==> src/rtl/cbq_pkg.sv <==
package cbq_pkg;

  // Number of set bits in a word; callers zero-extend narrower vectors.
  function automatic int unsigned cbq_popcount(input logic [31:0] v);
    int unsigned n;
    n = 0;
    for (int i = 0; i < 32; i++) begin
      n += {31'd0, v[i]};
    end
    return n;
  endfunction

  // Next value of a saturating run counter.
  function automatic int unsigned cbq_run_step(input int unsigned cur,
                                               input logic one,
                                               input int unsigned lim);
    if (!one)
      return 0;
    else if (cur >= lim)
      return lim;
    else
      return cur + 1;
  endfunction

endpackage

==> src/rtl/cbq_run_counter.sv <==
module cbq_run_counter
  import cbq_pkg::*;
#(
  parameter int unsigned RUN_LIM = 63,
  localparam int unsigned RW = $clog2(RUN_LIM + 1)
) (
  input  logic          clk,
  input  logic          rst_n,
  input  logic          accept,
  input  logic          bit_one,
  output logic [RW-1:0] run_q,
  output logic [RW-1:0] run_next
);

  int unsigned step_val;

  always_comb begin
    step_val = cbq_run_step(int'(run_q), bit_one, RUN_LIM);
    run_next = accept ? step_val[RW-1:0] : run_q;
  end

  always_ff @(posedge clk or negedge rst_n) begin
    if (!rst_n) run_q <= '0;
    else        run_q <= run_next;
  end

  // a zero frame restarts the run
  p_run_restart_r2: assert property (@(posedge clk) disable iff (!rst_n)
    (accept && !bit_one) |=> (run_q == '0));

  // the counter never passes its limit
  p_run_sat_r2: assert property (@(posedge clk) disable iff (!rst_n)
    int'(run_q) <= RUN_LIM);

  // nothing moves without an accepted frame
  p_run_hold_r8: assert property (@(posedge clk) disable iff (!rst_n)
    !accept |=> $stable(run_q));

endmodule

==> src/rtl/cbq_zero_window.sv <==
module cbq_zero_window
  import cbq_pkg::*;
#(
  parameter int unsigned WIN = 15,
  localparam int unsigned CW = $clog2(WIN + 1)
) (
  input  logic          clk,
  input  logic          rst_n,
  input  logic          accept,
  input  logic          bit_one,
  output logic [CW-1:0] zeros_now,
  output logic [CW-1:0] zeros_next
);

  // A 1 in the history marks a frame whose bit was 0.
  logic [WIN-1:0] hist_q;
  logic [WIN-1:0] hist_d;
  int unsigned    cnt_now;
  int unsigned    cnt_next;

  generate
    if (WIN > 1) begin : g_shift
      assign hist_d = accept ? {hist_q[WIN-2:0], ~bit_one} : hist_q;
    end else begin : g_single
      assign hist_d = accept ? ~bit_one : hist_q;
    end
  endgenerate

  always_comb begin
    cnt_now    = cbq_popcount(32'(hist_q));
    cnt_next   = cbq_popcount(32'(hist_d));
    zeros_now  = cnt_now[CW-1:0];
    zeros_next = cnt_next[CW-1:0];
  end

  always_ff @(posedge clk or negedge rst_n) begin
    if (!rst_n) hist_q <= '0;
    else        hist_q <= hist_d;
  end

  // the window is frozen between accepted frames
  p_hist_hold_r8: assert property (@(posedge clk) disable iff (!rst_n)
    !accept |=> $stable(hist_q));

  // a zero frame always leaves at least one mark in the window
  p_zero_marked_r3: assert property (@(posedge clk) disable iff (!rst_n)
    (accept && !bit_one) |=> (zeros_now != '0));

endmodule

==> src/rtl/cbq_febe_hold.sv <==
module cbq_febe_hold #(
  parameter int unsigned     FW      = 3,
  parameter logic [FW-1:0]   RST_VAL = '1
) (
  input  logic          clk,
  input  logic          rst_n,
  input  logic          accept,
  input  logic [FW-1:0] febe_in,
  output logic [FW-1:0] febe_q
);

  always_ff @(posedge clk or negedge rst_n) begin
    if (!rst_n)      febe_q <= RST_VAL;
    else if (accept) febe_q <= febe_in;
  end

  // an accepted frame's code appears on the next cycle
  p_febe_load_r5: assert property (@(posedge clk) disable iff (!rst_n)
    accept |=> (febe_q == $past(febe_in)));

  // the code is held between accepted frames
  p_febe_hold_r8: assert property (@(posedge clk) disable iff (!rst_n)
    !accept |=> $stable(febe_q));

endmodule

==> src/rtl/cbit_fmt_qual.sv <==
module cbit_fmt_qual
  import cbq_pkg::*;
#(
  parameter int unsigned RUN_LIM   = 63,
  parameter int unsigned WIN       = 15,
  parameter int unsigned CLR_ZEROS = 2,
  parameter int unsigned FEBE_W    = 3
) (
  input  logic              clk,
  input  logic              rst_n,
  input  logic              frm_stb,
  input  logic              in_sync,
  input  logic              aic_in,
  input  logic [FEBE_W-1:0] febe_in,
  output logic              fmt_cbit,
  output logic [FEBE_W-1:0] febe_stat,
  output logic              fmt_chg
);

  localparam int unsigned RW = $clog2(RUN_LIM + 1);
  localparam int unsigned CW = $clog2(WIN + 1);

  // Named internal events for the checks
  logic          accept;
  logic [RW-1:0] run_q;
  logic [RW-1:0] run_next;
  logic [CW-1:0] zeros_now;
  logic [CW-1:0] zeros_next;
  logic          set_evt;
  logic          clr_evt;
  logic          fmt_d;

  assign accept = frm_stb & in_sync;

  cbq_run_counter #(.RUN_LIM(RUN_LIM)) u_run (
    .clk      (clk),
    .rst_n    (rst_n),
    .accept   (accept),
    .bit_one  (aic_in),
    .run_q    (run_q),
    .run_next (run_next)
  );

  cbq_zero_window #(.WIN(WIN)) u_win (
    .clk        (clk),
    .rst_n      (rst_n),
    .accept     (accept),
    .bit_one    (aic_in),
    .zeros_now  (zeros_now),
    .zeros_next (zeros_next)
  );

  cbq_febe_hold #(.FW(FEBE_W), .RST_VAL({FEBE_W{1'b1}})) u_febe (
    .clk     (clk),
    .rst_n   (rst_n),
    .accept  (accept),
    .febe_in (febe_in),
    .febe_q  (febe_stat)
  );

  always_comb begin
    set_evt = accept && !fmt_cbit && (int'(run_next) >= RUN_LIM);
    clr_evt = accept &&  fmt_cbit && (int'(zeros_next) >= CLR_ZEROS);
    fmt_d   = fmt_cbit;
    if (set_evt)      fmt_d = 1'b1;
    else if (clr_evt) fmt_d = 1'b0;
  end

  always_ff @(posedge clk or negedge rst_n) begin
    if (!rst_n) begin
      fmt_cbit <= 1'b0;
      fmt_chg  <= 1'b0;
    end else begin
      fmt_cbit <= fmt_d;
      fmt_chg  <= (fmt_d != fmt_cbit);
    end
  end

  // the indication rises only with a full run behind it
  p_set_full_run_r1: assert property (@(posedge clk) disable iff (!rst_n)
    $rose(fmt_cbit) |-> (int'(run_q) == RUN_LIM));

  // the indication falls only with enough zeros in the window
  p_clr_zeros_r3: assert property (@(posedge clk) disable iff (!rst_n)
    $fell(fmt_cbit) |-> (int'(zeros_now) >= CLR_ZEROS));

  // the pulse marks a real transition
  p_chg_marks_edge_r7: assert property (@(posedge clk) disable iff (!rst_n)
    fmt_chg |-> (fmt_cbit != $past(fmt_cbit)));

  // the pulse never lasts two cycles
  p_chg_single_r7: assert property (@(posedge clk) disable iff (!rst_n)
    fmt_chg |=> !fmt_chg);

  // no transition without an accepted frame
  p_fmt_hold_r8: assert property (@(posedge clk) disable iff (!rst_n)
    !accept |=> $stable(fmt_cbit));

endmodule

==> config.mk <==
export PLATFORM = sky130hd
export DESIGN_NAME = cbit_fmt_qual
export DESIGN_NICKNAME = d
export VERILOG_FILES = /design/src/rtl/cbq_pkg.sv /design/src/rtl/cbq_run_counter.sv /design/src/rtl/cbq_zero_window.sv /design/src/rtl/cbq_febe_hold.sv /design/src/rtl/cbit_fmt_qual.sv
export SDC_FILE = /design/constraint.sdc
export NUM_CORES = 1
export LEC_CHECK = 0
export CORE_MARGIN = 2
export CORE_UTILIZATION = 61
export CTS_CLUSTER_SIZE = 12
export DETAILED_ROUTE_END_ITERATION = 6
export GPL_ROUTABILITY_DRIVEN = 0
export PLACE_DENSITY = 0.84
export SLEW_MARGIN = 10
export SYNTH_ARGS = -nofsm -noshare
export SYNTH_HDL_FRONTEND = slang
export SYNTH_SLANG_ARGS = --single-unit
export TNS_END_PERCENT = 100
==> constraint.sdc <==
create_clock -name clk -period 8.3 [get_ports clk]
set_clock_uncertainty 0.2 [all_clocks]
set_input_delay 1.66 -clock clk [delete_from_list [all_inputs] [get_ports clk]]
set_output_delay 1.66 -clock clk [all_outputs]
set_load 0.05 [all_outputs]
== After elaboration in Yosys (flattened, before gate mapping) ==
Index checks and enable logic that the tools add are counted.

* Bits in registers: 26
* Input port bits: 8
* Logic and storage cells: 37
* Output and inout port bits: 5

* Reductions and logical operators: 5
* Add/subtract/negate cells: 15
* Equal/unequal tests: 1
* Muxes and demuxes: 6
* Bitwise logic cells: 2
* $lt $le $gt $ge: 3

{| class="wikitable"
|+ Operators with widths
! operator !! count
|-
| adder 4 x 1 -> 4 bit || 13
|-
| 2-to-1 mux 6 bit || 3
|-
| 2-to-1 mux 15 bit || 1
|-
| >= comparator 6 bit, second input constant || 2
|-
| adder 6 x 1 -> 6 bit, second input constant || 1
|-
| >= comparator 4 x 2 -> 1 bit, second input constant || 1
|-
| logical AND 1 bit || 4
|-
| adder 1 x 1 -> 2 bit || 1
|-
| 2-to-1 mux 1 bit || 2
|-
| AND 1 bit || 1
|-
| zero test 1 bit || 1
|-
| inequality test 1 bit || 1
|-
| NOT 1 bit || 1
|}

== Logic depth before layout (Yosys ltp) ==
Gate-level depths: netlist of the first run.

* Depth in word-level cells: 21
* Gate-level depth with buffers: 20
* Depth with buffers taken out: 18

== Hierarchy ==
From an unflattened synthesis of the first run, not the netlist that was laid out.

* Cell total of the unflattened synthesis: 172
* Area, all modules: 1800.5 µm²

{| class="wikitable"
|+ By module, submodules not included
! module !! times used !! seq. area each (µm²) !! area an instance (µm²) !! cells each
|-
| cbq_zero_window || 1 || 375.4 || 1246.2 || 124
|-
| cbq_run_counter || 1 || 150.1 || 315.3 || 31
|-
| cbit_fmt_qual || 1 || 50.0 || 126.4 || 11
|-
| cbq_febe_hold || 1 || 78.8 || 112.6 || 6
|}

== Least setup slack after synthesis of the first run ==
OpenSTA, ideal clock, no wires.

* Path type: input-to-reg
* Start: in frm_stb
* End: reg fmt_chg
* Data arrival time: 5.732 ns
* Library setup time: 0.138 ns
* Data required time: 7.962 ns
* Cell stages on the path: 19
* Slack: 2.230 ns
* Buffers on the path: 2
* Cell sequence: and2_1 buf_2 buf_1 nand2_1 nand2_1 ha_1 inv_1 fa_1 fa_1 inv_1 fa_1 inv_1 fa_1 inv_1 ha_1 fa_1 xor2_1 o31ai_1 o22ai_1

* Cells in the longest elaborated chain, start to end: 21
* Elaborated cells on any way between the ends: 26
* Those cells by class: add/sub (14); order compare (2); eq/ne (1); mux (4); bitwise (1); reduce/logical (4)

{| class="wikitable"
|+ RTL lines
! element !! line !! text
|-
| from (decl) || cbit_fmt_qual.sv:11 || <nowiki>input logic frm_stb,</nowiki>
|-
| AND 1 bit || cbit_fmt_qual.sv:33 || <nowiki>assign accept = frm_stb & in_sync;</nowiki>
|-
| 2-to-1 mux 15 bit || cbq_zero_window.sv:23 || <nowiki>assign hist_d = accept ? {hist_q[WIN-2:0], ~bit_one} : hist_q;</nowiki>
|-
| named net u_win.hist_d[1] || cbq_zero_window.sv:17 || <nowiki>logic [WIN-1:0] hist_d;</nowiki>
|-
| adder 1 x 1 -> 2 bit || cbq_pkg.sv:8 || <nowiki>n += {31'd0, v[i]};</nowiki>
|-
| adder 4 x 1 -> 4 bit (13 in series) || cbq_pkg.sv:8 ||
|-
| >= comparator 4 x 2 -> 1 bit || cbit_fmt_qual.sv:63 || <nowiki>clr_evt = accept && fmt_cbit && (int'(zeros_next) >= CLR_ZEROS);</nowiki>
|-
| logical AND 1 bit || cbit_fmt_qual.sv:63 ||
|-
| 2-to-1 mux 1 bit || cbit_fmt_qual.sv:66 || <nowiki>else if (clr_evt) fmt_d = 1'b0;</nowiki>
|-
| 2-to-1 mux 1 bit || cbit_fmt_qual.sv:65 || <nowiki>if (set_evt) fmt_d = 1'b1;</nowiki>
|-
| inequality test 1 bit || cbit_fmt_qual.sv:75 || <nowiki>fmt_chg <= (fmt_d != fmt_cbit);</nowiki>
|-
| to (signal assigned) || cbit_fmt_qual.sv:75 ||
|-
| to (decl) || cbit_fmt_qual.sv:17 || <nowiki>output logic fmt_chg</nowiki>
|}

The timed path passes the listed nets, and every way through them passes these cells.
A chain may end at the register's enable or synchronous reset.

== Worst setup path after layout of the first run ==
* Start: in in_sync
* End: reg fmt_chg

* Cells in the longest elaborated chain, start to end: 21
* Elaborated cells on any way between the ends: 26
* Those cells by class: add/sub (14); order compare (2); eq/ne (1); mux (4); bitwise (1); reduce/logical (4)

{| class="wikitable"
|+ RTL lines
! element !! line !! text
|-
| from (decl) || cbit_fmt_qual.sv:12 || <nowiki>input logic in_sync,</nowiki>
|-
| AND 1 bit || cbit_fmt_qual.sv:33 ||
|-
| 2-to-1 mux 15 bit || cbq_zero_window.sv:23 ||
|-
| named net u_win.hist_d[0] || cbq_zero_window.sv:17 ||
|-
| adder 1 x 1 -> 2 bit || cbq_pkg.sv:8 ||
|-
| adder 4 x 1 -> 4 bit (13 in series) || cbq_pkg.sv:8 ||
|-
| >= comparator 4 x 2 -> 1 bit || cbit_fmt_qual.sv:63 ||
|-
| logical AND 1 bit || cbit_fmt_qual.sv:63 ||
|-
| 2-to-1 mux 1 bit || cbit_fmt_qual.sv:66 ||
|-
| 2-to-1 mux 1 bit || cbit_fmt_qual.sv:65 ||
|-
| inequality test 1 bit || cbit_fmt_qual.sv:75 ||
|}

The timed path passes the listed nets, and every way through them passes these cells.

==> impl_metrics.py, run 1 <==
metrics = {
    "status": {
        "status": "complete, no violations",
    },
    "clock_network": {
        "worstSkewPairLatency_ns": 0.34,
        "cts_resized": 0,
        "clk_pin_slew_ns": 0.14,
        "root_buffer": "clkbuf_4",
        "cts_tree": "built",
        "clk_path_buf_depth": 2,
        "clock-sinks": 26,
        "cts_setup_buffers": 0,
        "numCtsBuffers": 3,
        "holdBufCountCts": 0,
        "ctsHtreeMaxLevel": 1,
    },
    "yosys": {
        "yosys.area.top_type": "dfrtp_1",
        "avgSynthCellArea_sq_um": 10.10,
        "netlist_top_cells_count": "36 x nand2_1, 23 x dfrtp_1, 22 x inv_1",
        "syn_area_sq_um": 1475,
        "synth_top_area_share_pct": 39.02,
        "yosysMostFrequentCell": "nand2_1",
        "yosysSeqAreaShare_pct": 44.36,
        "ys_ff_latch": 26,
        "ys_types": 35,
        "yosysWarnings": 0,
        "synth_nets": 170,
        "synthTopCellsByArea": "dfrtp_1 39%, fa_1 12%, nand2_1 9.2%",
        "netlist_instances": 146,
        "synth_edf_count": 0,
        "synth_top_flop_cell": "dfrtp_1",
        "async_flop_share_pct": 100.0,
    },
    "min_path": {
        "hp-class": "register to register",
        "min_from": "u_febe.febe_q[0]",
        "worstHoldPathCells": 2,
        "hold_end": "u_febe.febe_q[0]",
    },
    "critical_path": {
        "worst_ep_arrival_time_ns": 6.70,
        "worstSetupEndpointType": "register",
        "crit_type": "primary input to register",
        "cp_data_required_time_ns": 8.32,
        "slowest_delay_ns": 0.56,
        "critPathMaxFanout": 25,
        "crit_top_cell": "fa_1",
        "crit_path_start_kind": "primary input",
        "crit_chain": "clkdlybuf4s50_1 > nand2_1 > nand2_1 > nand2_1 > ha_1 > inv_1 > fa_1 > fa_1 > inv_1 > fa_1 > inv_1 > fa_1 > inv_1 > ha_1 > fa_1 > xor2_1 > o31ai_1 > o22ai_1",
        "ff2ff_setup_slack_ns": 3.76,
        "r2r_end": "fmt_chg",
        "cp_num_buf_inv": 5,
        "ff2ff_path_depth": 16,
        "r2r-start": "u_win.hist_q[0]",
        "cp_top_family": "adder cells",
        "critPathSlowestCell": "nand2_1",
    },
    "global_route": {
        "grt_pass1_wl_microns": 4533,
        "grt_use_total_pct": 23.30,
        "grt_overflow": 0,
        "use_met1_pct": 31.62,
        "use_met3_pct": 4.237,
        "grt_most_used_layer": "met2",
        "met2_usage_pct": 36.67,
        "antenna_found_initial": 0,
        "grt_max_degree": 27,
        "grt_pass1_vias": 1005,
    },
    "timing": {
        "min_period_ns": 6.674,
        "worst_slew_pin_slew_ns": 0.9823,
        "slew_headroom_pct": 34.35,
        "fin_crit_sh_pct": 80.41,
        "slew_violations": 0,
        "max_freq_mhz": 149.8,
        "setup_violations": 0,
        "fin_tns_setup_ns": 0,
        "hold_viol": 0,
        "fin_ws_ns": 1.626,
        "rsz0062_at_grt": "false",
    },
    "routing": {
        "vias": 1006,
        "drc_errors": 0,
        "drtIter0Drc": 27,
        "wl_microns": 2596,
        "firstDrtPassIters": 4,
        "wl_per_cell_microns": 13.96,
        "viasPerCell": 5.409,
        "drtAntennaViolNets": 0,
    },
    "floorplanning": {
        "start_util_pct": 65.43,
        "rows": 17,
        "die_x_microns": 53.18,
        "pin_count": 13,
        "die-area_sq_um": 2828,
        "die_h_microns": 53.18,
        "coreArea_sq_um": 2255,
    },
    "place": {
        "io_buffers": 12,
        "dp_slack_ns": 1.273,
        "dp_hpwl_microns": 1887,
    },
    "layout": {
        "syn_to_final_growth_pct": 12.55,
        "fin_nets": 183,
        "drive_above_1_share_pct": 9.494,
        "diodes": 0,
        "fillers": 159,
    },
    "power_and_ir_drop": {
        "power.density_nw_per_um2": 321.2,
        "ir_worst_vdd_mv": 0.2834,
        "power.total_mw": 0.5333,
        "power.static_leakage_nw": 0.9038,
    },
    "job": {
        "maxCapViolations": 0,
    },
}
[metal layers]
layer | share of wire (%) | vias up
met5 | 0 | -
met4 | 2.0 | 0
met3 | 4.1 | 4
met2 | 47 | 31
met1 | 46 | 477
li1 | - | 494
[flip-flops by register name, summed over array words and instances, names as in the netlist]
register	count
fmt_chg	1
u_febe.febe_q	3
u_win.hist_q	15
fmt_cbit	1
u_run.run_q	6
[cells by family after synthesis]
kind of cell | count (synthesis) | share of synthesized area, %
AOI/OAI and AO/OA | 19 | 9.500
adders and majority gates | 16 | 18.15
xor gates and xnor gates | 2 | 1.188
DFF | 26 | 44.36
buffers and inverters | 26 | 6.785
and+or+nand+nor | 50 | 15.27
muxes | 7 | 4.750
[layout make-up]
cell class	count	area, sq um	area share, %
multi-input combinational	94	720.7	43.41
sequential	26	654.4	39.41
timing repair buffer	12	115.1	6.933
inverter	22	82.58	4.974
tap	28	35.03	2.110
clock inverter	1	30.03	1.809
clock buffer	3	22.52	1.356
[worst max-delay path by stage]
stage                       start       to  slack (ns)  cells after the start
after global placement    frm_stb  fmt_chg        1.41                     18
final                     in_sync  fmt_chg        1.63                     18
after detailed placement  in_sync  fmt_chg        1.27                     18
after CTS                 in_sync  fmt_chg        1.63                     18
after floorplan           frm_stb  fmt_chg        2.23                     19
after global routing      in_sync  fmt_chg        1.31                     18
[stage by stage]
step / instances / area (sq um) / util, % / hold WS (ns)
finish: 186 / 1660 / 73.64 / 0.2749
global route: 186 / 1660 / 73.64 / 0.3089
CTS: 186 / 1665 / 73.86 / 0.2746
detailed placement: 182 / 1613 / 71.53 / 0.2534
global placement: 182 / 1613 / 71.53 / 0.2458
floorplan: 146 / 1475 / - / 0.2582
[power breakdown]
part,internal (mW),switching (mW)
clock network,0.0489,0.0397
logic,0.111,0.166
registers,0.153,0.0155
total,0.312,0.221
[cells in the final DEF, fill, tap and decap left out, types with 2 or more instances in the layout]
cell	netlist	layout
nor2_1	5	5
dfstp_2	3	3
nand2_1	36	36
ha_1	7	7
mux2i_1	7	7
inv_1	22	22
dfrtp_1	23	23
a21oi_1	4	4
clkbuf_4	0	3
o21ai_0	2	2
fa_1	9	9
clkdlybuf4s50_1	0	11
o31ai_1	3	3
[worst min-delay path: cells and delay by family, from the launching register on]
| family | cells | cell delay, ns |
|---|---|---|
| flip-flops | 1 | 0.39 |
| AND/OR/NAND/NOR | 2 | 0.10 |
Power figures use the tool's default switching activity.
==> inputs of run 2 (changes only) <==
- CORE_UTILIZATION: 61 -> 56
- PLACE_DENSITY: 0.84 -> 0.78
- clock period: 8.3 -> 6.6 ns (I/O delays scaled with it)
==> impl_metrics.py, run 2 (synthesis results as in run 1) <==
metrics = {
    "timing": {
        "fin_ws_ns": 0.6594,
        "fin_crit_sh_pct": 90.01,
        "max_freq_mhz": 168.3,
        "worst_slew_pin_slew_ns": 0.4955,
        "slew_headroom_pct": 66.86,
        "min_period_ns": 5.941,
        "fin_tns_setup_ns": 0,
        "setup_violations": 0,
        "slew_violations": 0,
        "hold_viol": 0,
        "rsz0062_at_grt": "false",
    },
    "power_and_ir_drop": {
        "ir_worst_vdd_mv": 0.3459,
        "sw_frac_of_total_pct": 42.15,
        "power.static_leakage_nw": 0.9112,
        "p_comb_share_pct": 54.1,
        "clock_power_share_pct": 12.6,
        "power.density_nw_per_um2": 378.3,
        "power.total_mw": 0.6333,
        "p_sw_mw": 0.2669,
        "seq_power_share_pct": 33.4,
        "intPower_mw": 0.3664,
    },
    "clock_network": {
        "cts_tree": "built",
        "ctsHtreeMaxLevel": 1,
        "worstSkewPairLatency_ns": 0.32,
        "clk_pin_slew_ns": 0.13,
        "clk_path_buf_depth": 2,
        "clock-sinks": 26,
        "cts_setup_buffers": 0,
        "numCtsBuffers": 3,
        "root_buffer": "clkbuf_4",
        "cts_resized": 0,
        "holdBufCountCts": 0,
    },
    "layout": {
        "regMostFlops": "u_win.hist_q",
        "fin_nets": 186,
        "syn_to_final_growth_pct": 13.49,
        "layout_commonest_cell": "nand2_1",
        "largest_register_ff_count": 15,
        "ff_latch_area_sq_um": 654.4,
        "drive_above_1_share_pct": 10.56,
        "multi_input_area_sq_um": 720.7,
        "final_cell_mix": "36 x nand2_1, 23 x dfrtp_1, 22 x inv_1",
        "fin_area_sq_um": 1674,
        "fillers": 199,
        "reg.largest.list": "u_win.hist_q (15), u_run.run_q (6), u_febe.febe_q (3)",
        "diodes": 0,
    },
    "global_route": {
        "grt_use_total_pct": 19.77,
        "antenna_found_initial": 0,
        "grt_pass1_vias": 1052,
        "grt_pass1_wl_microns": 4830,
        "grt_overflow": 0,
        "grt_max_degree": 27,
    },
    "critical_path": {
        "ff2ff_setup_slack_ns": 2.11,
        "r2r-start": "u_win.hist_q[1]",
        "worstSetupEndpointType": "register",
        "crit_path_start_kind": "primary input",
        "worst_ep_arrival_time_ns": 5.95,
        "critPathMaxFanout": 12,
        "r2r_end": "fmt_chg",
        "ff2ff_path_depth": 16,
        "crit_type": "primary input to register",
        "cp_data_required_time_ns": 6.60,
    },
    "place": {
        "dp_hpwl_microns": 2108,
        "io_buffers": 12,
        "placed_area_sq_um": 1638,
        "dp_slack_ns": 0.3103,
    },
    "floorplanning": {
        "coreArea_sq_um": 2477,
        "die_h_microns": 55.33,
        "die_x_microns": 55.33,
        "die-area_sq_um": 3061,
        "pin_count": 13,
        "rows": 18,
        "start_util_pct": 59.55,
    },
    "routing": {
        "viasPerCell": 5.581,
        "firstDrtPassIters": 4,
        "vias": 1066,
        "drtIter0Drc": 51,
        "drc_errors": 0,
        "wl_microns": 2655,
        "drtAntennaViolNets": 0,
        "wl_per_cell_microns": 13.90,
    },
    "status": {
        "status": "complete, no violations",
    },
    "min_path": {
        "min_from": "u_febe.febe_q[1]",
        "hp-class": "register to register",
        "worstHoldPathCells": 2,
        "hold_end": "u_febe.febe_q[1]",
    },
    "job": {
        "maxCapViolations": 0,
    },
}
==> run 2: worst max-delay path by stage <==
stage | startpoint | slack (ns) | endpoint | cells past startpoint
detailed placement | frm_stb | 0.31 | fmt_chg | 16
floorplan | frm_stb | 0.87 | fmt_chg | 19
CTS | frm_stb | 0.66 | fmt_chg | 16
global route | frm_stb | 0.35 | fmt_chg | 16
finish | frm_stb | 0.66 | fmt_chg | 16
global placement | frm_stb | 0.40 | fmt_chg | 16
==> run 2: final cells by class <==
class / instances / area share (%)
tap: 30 / 2.242
timing repair buffer: 15 / 8.520
clock buffer: 4 / 2.167
sequential: 26 / 39.09
multi-input combinational: 94 / 43.05
inverter: 22 / 4.933
==> run 2: power groups by stage <==
stage                     sequential [mW]  combinational [mW]  clock [mW]
after detailed placement            0.215               0.347           0
after CTS                           0.211               0.353      0.0832
after global placement              0.213               0.328           0
after floorplan                     0.218               0.256           0
final                               0.212               0.342      0.0795
after global routing                0.215               0.414      0.0887
==> run 2: stage by stage <==
step                      std cells  util [%]  hold WS [ns]
after detailed placement        187     66.11        0.2565
final                           191     67.58        0.2694
after global routing            191     67.58        0.2868
after global placement          187     66.11        0.2455
after floorplan                 146         -        0.2582
after CTS                       191     67.58        0.2759
==> run 2: per-layer routing <==
metal / wire [microns] / global-route usage (%) / vias to the layer above
met5: 0 / 0 / -
met1: 1192 / 29.29 / 523
met3: 162 / 3.279 / 4
met4: 23 / 3.136 / 0
li1: - / - / 494
met2: 1276 / 31.46 / 45
==> run 2: critical path, cell delays in order <==
cell	delay (ns)
clkdlybuf4s50_1	0.49
and2_1	0.28
buf_4	0.25
mux2i_1	0.33
fa_1	0.47
fa_1	0.52
inv_1	0.05
fa_1	0.50
inv_1	0.05
fa_1	0.47
inv_1	0.04
ha_1	0.20
fa_1	0.38
xor2_1	0.15
o31ai_1	0.30
o22ai_1	0.14
